[src/rtl/rtc_emu_pkg.sv]
`timescale 1ns/1ps
package rtc_emu_pkg;

    typedef enum logic [2:0] {
        ST_OFF,
        ST_WAIT,
        ST_STEP,
        ST_CHECK,
        ST_FIRE
    } emu_state_t;

    localparam int FLAG_UPD  = 4;
    localparam int FLAG_ALM  = 5;
    localparam int FLAG_PER  = 6;
    localparam int FLAG_PEND = 7;
    localparam int FLAG_W    = 16;
    localparam logic [7:0] SOURCE_COUNT = 8'd1;

endpackage

[src/rtl/rtc_emu_match.sv]
`timescale 1ns/1ps
module rtc_emu_match #(
    parameter int TW = 8
) (
    input  logic          clk,
    input  logic          rst_n,
    input  logic          en_update,
    input  logic          en_alarm,
    input  logic          fire,
    input  logic [TW-1:0] tod_hour,
    input  logic [TW-1:0] tod_min,
    input  logic [TW-1:0] tod_sec,
    input  logic [TW-1:0] alarm_hour,
    input  logic [TW-1:0] alarm_min,
    input  logic [TW-1:0] alarm_sec,
    output logic          update_hit,
    output logic          alarm_hit
);

    logic [TW-1:0] last_sec_q;

    always_comb begin
        update_hit = en_update && (tod_sec != last_sec_q);
        alarm_hit  = en_alarm && (tod_sec == alarm_sec) &&
                     (tod_min == alarm_min) && (tod_hour == alarm_hour);
    end

    always_ff @(posedge clk or negedge rst_n) begin
        if (!rst_n) begin
            last_sec_q <= '0;
        end else if (fire && update_hit) begin
            last_sec_q <= tod_sec;
        end
    end

endmodule

[src/rtl/rtc_emu_divider.sv]
`timescale 1ns/1ps
module rtc_emu_divider #(
    parameter int CW        = 32,
    parameter int RW        = 4,
    parameter int BASE_LOG2 = 6
) (
    input  logic          clk,
    input  logic          rst_n,
    input  logic          active,
    input  logic          fire,
    input  logic [RW-1:0] rate_log2,
    input  logic [CW-1:0] lost,
    output logic          periodic_hit
);

    logic [CW-1:0] cnt_q;
    logic [CW-1:0] limit;
    logic [CW-1:0] sum;
    int            r_eff;

    always_comb begin
        r_eff = (rate_log2 == '0) ? 1 : int'(rate_log2);
        if (r_eff > BASE_LOG2) begin
            limit = CW'(1);
        end else begin
            limit = CW'(1) << (BASE_LOG2 - r_eff);
        end
        sum          = cnt_q + lost + CW'(1);
        periodic_hit = active && (sum >= limit);
    end

    always_ff @(posedge clk or negedge rst_n) begin
        if (!rst_n) begin
            cnt_q <= '0;
        end else if (!active) begin
            cnt_q <= '0;
        end else if (fire) begin
            cnt_q <= periodic_hit ? '0 : sum;
        end
    end

endmodule

[src/rtl/rtc_tick_emulator.sv]
`timescale 1ns/1ps
module rtc_tick_emulator
    import rtc_emu_pkg::*;
#(
    parameter int CW        = 32,
    parameter int TW        = 8,
    parameter int RW        = 4,
    parameter int BASE_LOG2 = 6
) (
    input  logic              clk,
    input  logic              rst_n,
    input  logic [CW-1:0]     count_now,
    input  logic [TW-1:0]     tod_hour,
    input  logic [TW-1:0]     tod_min,
    input  logic [TW-1:0]     tod_sec,
    input  logic              en_update,
    input  logic              en_alarm,
    input  logic              en_periodic,
    input  logic [TW-1:0]     alarm_hour,
    input  logic [TW-1:0]     alarm_min,
    input  logic [TW-1:0]     alarm_sec,
    input  logic [RW-1:0]     rate_log2,
    input  logic [CW-1:0]     base_step,
    input  logic [CW-1:0]     fast_step,
    output logic [CW-1:0]     cmp_value,
    output logic              cmp_enable,
    output logic [FLAG_W-1:0] flag_word,
    output logic              flag_valid
);

    emu_state_t        state_q, state_d;
    logic [CW-1:0]     cmp_q;
    logic [CW-1:0]     adds_q;
    logic [CW-1:0]     step_sel;
    logic [CW-1:0]     lag;
    logic [CW-1:0]     lost;
    logic              any_en;
    logic              fast_mode;
    logic              tick_due;
    logic              still_behind;
    logic              fire;
    logic              update_hit;
    logic              alarm_hit;
    logic              periodic_hit;
    logic              any_hit;
    logic [FLAG_W-1:0] word_d;

    // step choice and wrap-safe distance to the comparator
    always_comb begin
        any_en       = en_update || en_alarm || en_periodic;
        fast_mode    = en_periodic && (int'(rate_log2) > BASE_LOG2);
        step_sel     = fast_mode ? fast_step : base_step;
        lag          = count_now - cmp_q;
        tick_due     = !lag[CW-1];
        still_behind = !lag[CW-1] && (lag != '0);
        fire         = (state_q == ST_FIRE);
        lost         = adds_q - CW'(1);
    end

    // next-state logic
    always_comb begin
        state_d = state_q;
        unique case (state_q)
            ST_OFF:   if (any_en) state_d = ST_WAIT;
            ST_WAIT: begin
                if (!any_en)       state_d = ST_OFF;
                else if (tick_due) state_d = ST_STEP;
            end
            ST_STEP:  state_d = ST_CHECK;
            ST_CHECK: state_d = still_behind ? ST_STEP : ST_FIRE;
            ST_FIRE:  state_d = ST_WAIT;
            default:  state_d = ST_OFF;
        endcase
    end

    // state register
    always_ff @(posedge clk or negedge rst_n) begin
        if (!rst_n) state_q <= ST_OFF;
        else        state_q <= state_d;
    end

    // comparator and advance counter
    always_ff @(posedge clk or negedge rst_n) begin
        if (!rst_n) begin
            cmp_q  <= '0;
            adds_q <= '0;
        end else begin
            unique case (state_q)
                ST_OFF: if (any_en) cmp_q <= count_now + step_sel;
                ST_WAIT: if (any_en && tick_due) adds_q <= '0;
                ST_STEP: begin
                    cmp_q  <= cmp_q + step_sel;
                    adds_q <= adds_q + CW'(1);
                end
                default: ;
            endcase
        end
    end

    rtc_emu_match #(.TW(TW)) u_match (
        .clk        (clk),
        .rst_n      (rst_n),
        .en_update  (en_update),
        .en_alarm   (en_alarm),
        .fire       (fire),
        .tod_hour   (tod_hour),
        .tod_min    (tod_min),
        .tod_sec    (tod_sec),
        .alarm_hour (alarm_hour),
        .alarm_min  (alarm_min),
        .alarm_sec  (alarm_sec),
        .update_hit (update_hit),
        .alarm_hit  (alarm_hit)
    );

    rtc_emu_divider #(.CW(CW), .RW(RW), .BASE_LOG2(BASE_LOG2)) u_div (
        .clk          (clk),
        .rst_n        (rst_n),
        .active       (en_periodic),
        .fire         (fire),
        .rate_log2    (rate_log2),
        .lost         (lost),
        .periodic_hit (periodic_hit)
    );

    always_comb begin
        any_hit             = update_hit || alarm_hit || periodic_hit;
        word_d              = '0;
        word_d[15:8]        = SOURCE_COUNT;
        word_d[FLAG_PEND]   = 1'b1;
        word_d[FLAG_UPD]    = update_hit;
        word_d[FLAG_ALM]    = alarm_hit;
        word_d[FLAG_PER]    = periodic_hit;
    end

    // outputs
    always_ff @(posedge clk or negedge rst_n) begin
        if (!rst_n) begin
            flag_valid <= 1'b0;
            flag_word  <= '0;
        end else begin
            flag_valid <= fire && any_hit;
            if (fire && any_hit) flag_word <= word_d;
        end
    end

    assign cmp_value  = cmp_q;
    assign cmp_enable = (state_q != ST_OFF);

endmodule

[config.mk]
export PLATFORM = sky130hd
export DESIGN_NAME = rtc_tick_emulator
export DESIGN_NICKNAME = d
export VERILOG_FILES = /design/src/rtl/rtc_emu_pkg.sv /design/src/rtl/rtc_emu_match.sv /design/src/rtl/rtc_emu_divider.sv /design/src/rtl/rtc_tick_emulator.sv
export SDC_FILE = /design/constraint.sdc
export NUM_CORES = 1
export LEC_CHECK = 0
export BUFFER_PORTS_ARGS = -buffer_cell sky130_fd_sc_hd__buf_2
export CAP_MARGIN = 40
export CELL_PAD_IN_SITES_DETAIL_PLACEMENT = 1
export CELL_PAD_IN_SITES_GLOBAL_PLACEMENT = 1
export CORE_MARGIN = 2
export CORE_UTILIZATION = 39
export CTS_CLUSTER_SIZE = 8
export DETAILED_ROUTE_END_ITERATION = 10
export GPL_ROUTABILITY_DRIVEN = 0
export GPL_TIMING_DRIVEN = 0
export PLACE_DENSITY_LB_ADDON = 0.1
export SLEW_MARGIN = 20
export SYNTH_ARGS = -nofsm -noshare
export SYNTH_HDL_FRONTEND = slang
export SYNTH_SLANG_ARGS = --single-unit
[constraint.sdc]
create_clock -name clk -period 5.1 [get_ports clk]
set_input_delay 0.765 -clock clk [delete_from_list [all_inputs] [get_ports clk]]
set_output_delay 0.765 -clock clk [all_outputs]
set_load 0.005 [all_outputs]
==> summary.md <==
The flow ran to the end, and the final reports show no timing, DRC or antenna violations. Multiplexer fraction of the synthesized cell area: 0.0464. The most frequently used flop master after synthesis was dfrtp_1.

Count of flip-flops with a built-in enable after synthesis: 0. After detailed routing, the average wire length per cell comes to 17.7 µm. The run gives 0 as the max-slew violation count.

In this run, synthesis produced a sequential element count of 112. For the cell count after placement, the log shows 1969. Max-cap violations in this run came to 0.

Buffers inserted during clock tree synthesis total 9. The library cell used most frequently in the layout, excluding fill and tap cells, is buf_2. The run gives 12800 µm² as the area after detailed placement. The class of the most critical hold timing path was input port to asynchronous set/reset pin. The die footprint was 30200 µm²; the ratio of routed vias to standard cells was 5.50. The logs give 0.000234 V for the worst IR drop on VDD and 0.236 for the total routing usage reported by global routing.

The number of antenna violations at the first check in global routing was 3. After routing the design area is 13500 µm². In this run the cell area of the synthesized design comes to 11200 µm².

Excluding fillers, the count of instances in the completed layout stands at 2001. The CTS clock-pin slew for the worst setup and hold paths is 90 ps, and the slew at the pin with the worst max-slew slack is 798 ps. Data on the critical path is required at its endpoint by 5400 ps. After synthesis, the cell types taking the most area are dfrtp_1 25%, ha_1 14%, o21ai_0 6.3%. In this run the worst path has a maximum fanout of 10. The run gives 203 as the number of top-level design ports. Counting cells, the worst reg-to-reg path comes to 23. The number of global-route vias before repair is 11500. The clock latency of the later-clocked register in the worst-skew pair came out at 380 ps. The xor-xnor portion of the synthesized cell area was 0.0927. The worst path needs 4960 ps of the cycle, external delays included. The worst relative slew slack is 0.468, and the post-synthesis async set-or-reset flop share is 1.00. In the layout the commonest cells are 191 x buf_2, 142 x nand2_1, 131 x o21ai_0. The overall die width was 174 µm; the layout net count was 1894.

The longest clock path from root to sink contains 2 buffers. The period utilization is 0.973, and the cell row count is 62. First-pass GRT wire length: 58200 µm. The arrival time at the worst endpoint is 5260 ps. Entering global routing, the biggest net connects 58 pins. OpenSTA, run right after detailed placement, puts the worst setup slack at -1410 ps. The portion of synthesized cell area occupied by the leading cell type was 0.249. For the final-report hold violation count, the log shows 0. Setup violations remaining at the end of the flow were counted as 0.

The DRC violation count after routing is 0, and the power density normalized to cell area is 426 nW/µm². After synthesis, the largest family of logic cells by area is compound AO/OA/AOI/OAI gates. The largest stage delay on the critical path was 460 ps.

CTS built an H-tree with a depth of 3. The layout cell share with drive strength beyond 1 is 0.218. The core outline area came out at 28500 µm². Among all stages on the critical path, the largest delay is contributed by dfrtp_2. The first detailed-routing pass ran for 4 iterations. Among the stages of the critical path, the cell type that occurs most often is a21oi_2. The area fraction in and, or, nand and nor cells after synthesis is 0.169, and the final cell utilization of the core is 0.474. In this run the register-to-register setup slack is 140 ps. The tools report the element type at the critical path start as a flop. Traced cell by cell, the critical path runs through ha_4 > fa_2 > a21oi_2 > nor2_2 > o311a_1 > o21ai_2 > a21oi_2 > o21ai_2 > a21boi_2 > o21bai_1 > a21boi_1 > or3_4 > and2_4 > ha_2 > a21oi_2 > nor2_1 > o41ai_2 > o21ai_1 > or3_4 > nor2_4 > clkbuf_8 > nand2_1 > o22ai_1. For the final routed database, the setup TNS stands at 0 ps.

For this design the static power due to leakage is 6.72 nW. The count of input and output buffers is 190. By startpoint and endpoint, the worst setup path is classified as flop to flop. In this run the mean area of a mapped cell was 8.23 µm².

Setup slack on the critical path of the routed design comes to 140 ps. Once detail routing completed, the nets flagged for antenna violations numbered 0. The Yosys step of the flow raised 0 warnings. Fraction of the yosys area taken by sequential cells: 0.249. The startpoint of the worst-slack reg-to-reg timing path is adds_q[0].

The remaining global-route overflow is 0. The capture instance of the worst register-to-register path was u_div.cnt_q[31]. Cell type with the highest aggregate area in the netlist: dfrtp_1. TritonCTS built the clock tree.

The effective utilization at floorplan was 0.394. The worst setup path is captured at a flop. After detailed routing, the total wire length is 35500 µm. The die is 174 µm tall.

The number of distinct library cells after synthesis is 73. Detailed-route via count: 11000. The final HPWL from detailed placement was 28400 µm. Timing would allow up to 202 MHz. In this run the clock root is driven by a clkbuf_16. Clock net sink count: 112.

The run gives 437 as the violation count after the first detailed-routing iteration. Setup repair after global routing could not meet its margin everywhere. Area share of fa/ha/maj cells after synthesis: 0.148. The fraction of the mapped netlist area in compound gates came out at 0.252. The post-synthesis cell count came out at 1367. The area growth from synthesis to layout is 20.3%. The worst clock skew on the final layout came out at 13.4 ps.
==> report_power, final <==
part           switching, mW  total, mW  internal [mW]
Clock                  0.419      0.823          0.404
Combinational           2.15       3.64           1.49
Sequential             0.192       1.30           1.11
Total                   2.76       5.77           3.00
==> registers in the layout, indices dropped and copies added, names as in the netlist <==
name	cells
adds_q	32
cmp_value	32
u_div.cnt_q	32
u_match.last_sec_q	8
flag_word	4
state_q	3
flag_valid	1
==> logic make-up after synthesis <==
kind of cell	after synthesis
AOI/OAI and AO/OA	441
xor gates and xnor gates	119
adders and majority gates	131
buffers and inverters	117
DFF	112
muxes	47
other	2
and+or+nand+nor	398
==> what timing repair did <==
action / in CTS / in global routing
cloned: 0 / 0
endpoints found under the setup margin: 43 / 40
gates resized for setup: 42 / 45
hold buffers: 0 / 0
pin swaps: 21 / 19
buffers inserted: 10 / 5
==> metal layers <==
metal  vias to the layer above  global-route usage  routed length, µm
met5                         -                   0                 16
met4                         2              0.0648                652
met3                        39              0.0307                898
met2                       146               0.433              18300
met1                      5386               0.288              15600
li1                       5435                   -                  -
==> stage by stage <==
| stage | power, mW | hold WS (ps) |
|---|---|---|
| after detailed placement | 4.90 | 492 |
| after CTS | 5.79 | 376 |
| after global routing | 6.32 | 398 |
| after global placement | 4.80 | 487 |
| final | 5.77 | 361 |
| after floorplan | 3.80 | 469 |
==> synthesized netlist by cell type, types with 4 or more instances <==
cell	n
clkbuf_1	34
a31oi_1	9
a221o_1	4
dfrtp_1	112
inv_1	67
nor2_1	88
o31ai_1	9
a21o_1	45
o22ai_1	5
o21a_1	17
buf_4	12
xor2_1	62
a211o_1	6
and4_1	5
nand3_1	26
nand2_1	143
nor2b_1	12
or3_1	6
nor3_1	17
a21oi_1	99
xnor2_1	57
nor4_1	15
a22o_1	30
and2_1	9
mux2_2	41
a31o_2	4
o21bai_1	13
nand3b_1	4
o21ai_0	141
nand2b_1	18
a211oi_1	11
nand4_1	25
and3_1	20
mux2i_1	6
ha_1	128
==> critical path, delay by kind of cell, from the launching register on <==
family / cells / cell delay, ps
buffers and inverters: 1 / 230
DFF: 1 / 460
adders and majority gates: 3 / 700
AOI/OAI and AO/OA: 12 / 2130
and+or+nand+nor: 7 / 1400
==> worst max path at each step <==
stage / start / end / slack [ps] / cells after the start
global route: adds_q[1] / flag_word[7] / -50 / 21
detailed placement: adds_q[1] / u_div.cnt_q[31] / -1410 / 21
global placement: adds_q[1] / u_div.cnt_q[31] / -1300 / 21
CTS: adds_q[0] / flag_word[7] / -30 / 23
finish: adds_q[0] / u_div.cnt_q[31] / 140 / 23
floorplan: adds_q[0] / u_div.cnt_q[31] / 150 / 24
==> final cells by class <==
| class | count | area, µm² |
|---|---|---|
| Timing Repair Buffer | 208 | 1110 |
| Fill cell | 3610 | 15000 |
| Clock buffer | 9 | 225 |
| Antenna cell | 2 | 5.00 |
| Multi-Input combinational cell | 1163 | 8280 |
| Tap cell | 384 | 480 |
| Inverter | 67 | 251 |
| Clock inverter | 7 | 108 |
| Sequential cell | 112 | 2810 |
| Buffer | 49 | 264 |
Note: power is estimated with default switching activity, not from simulation.
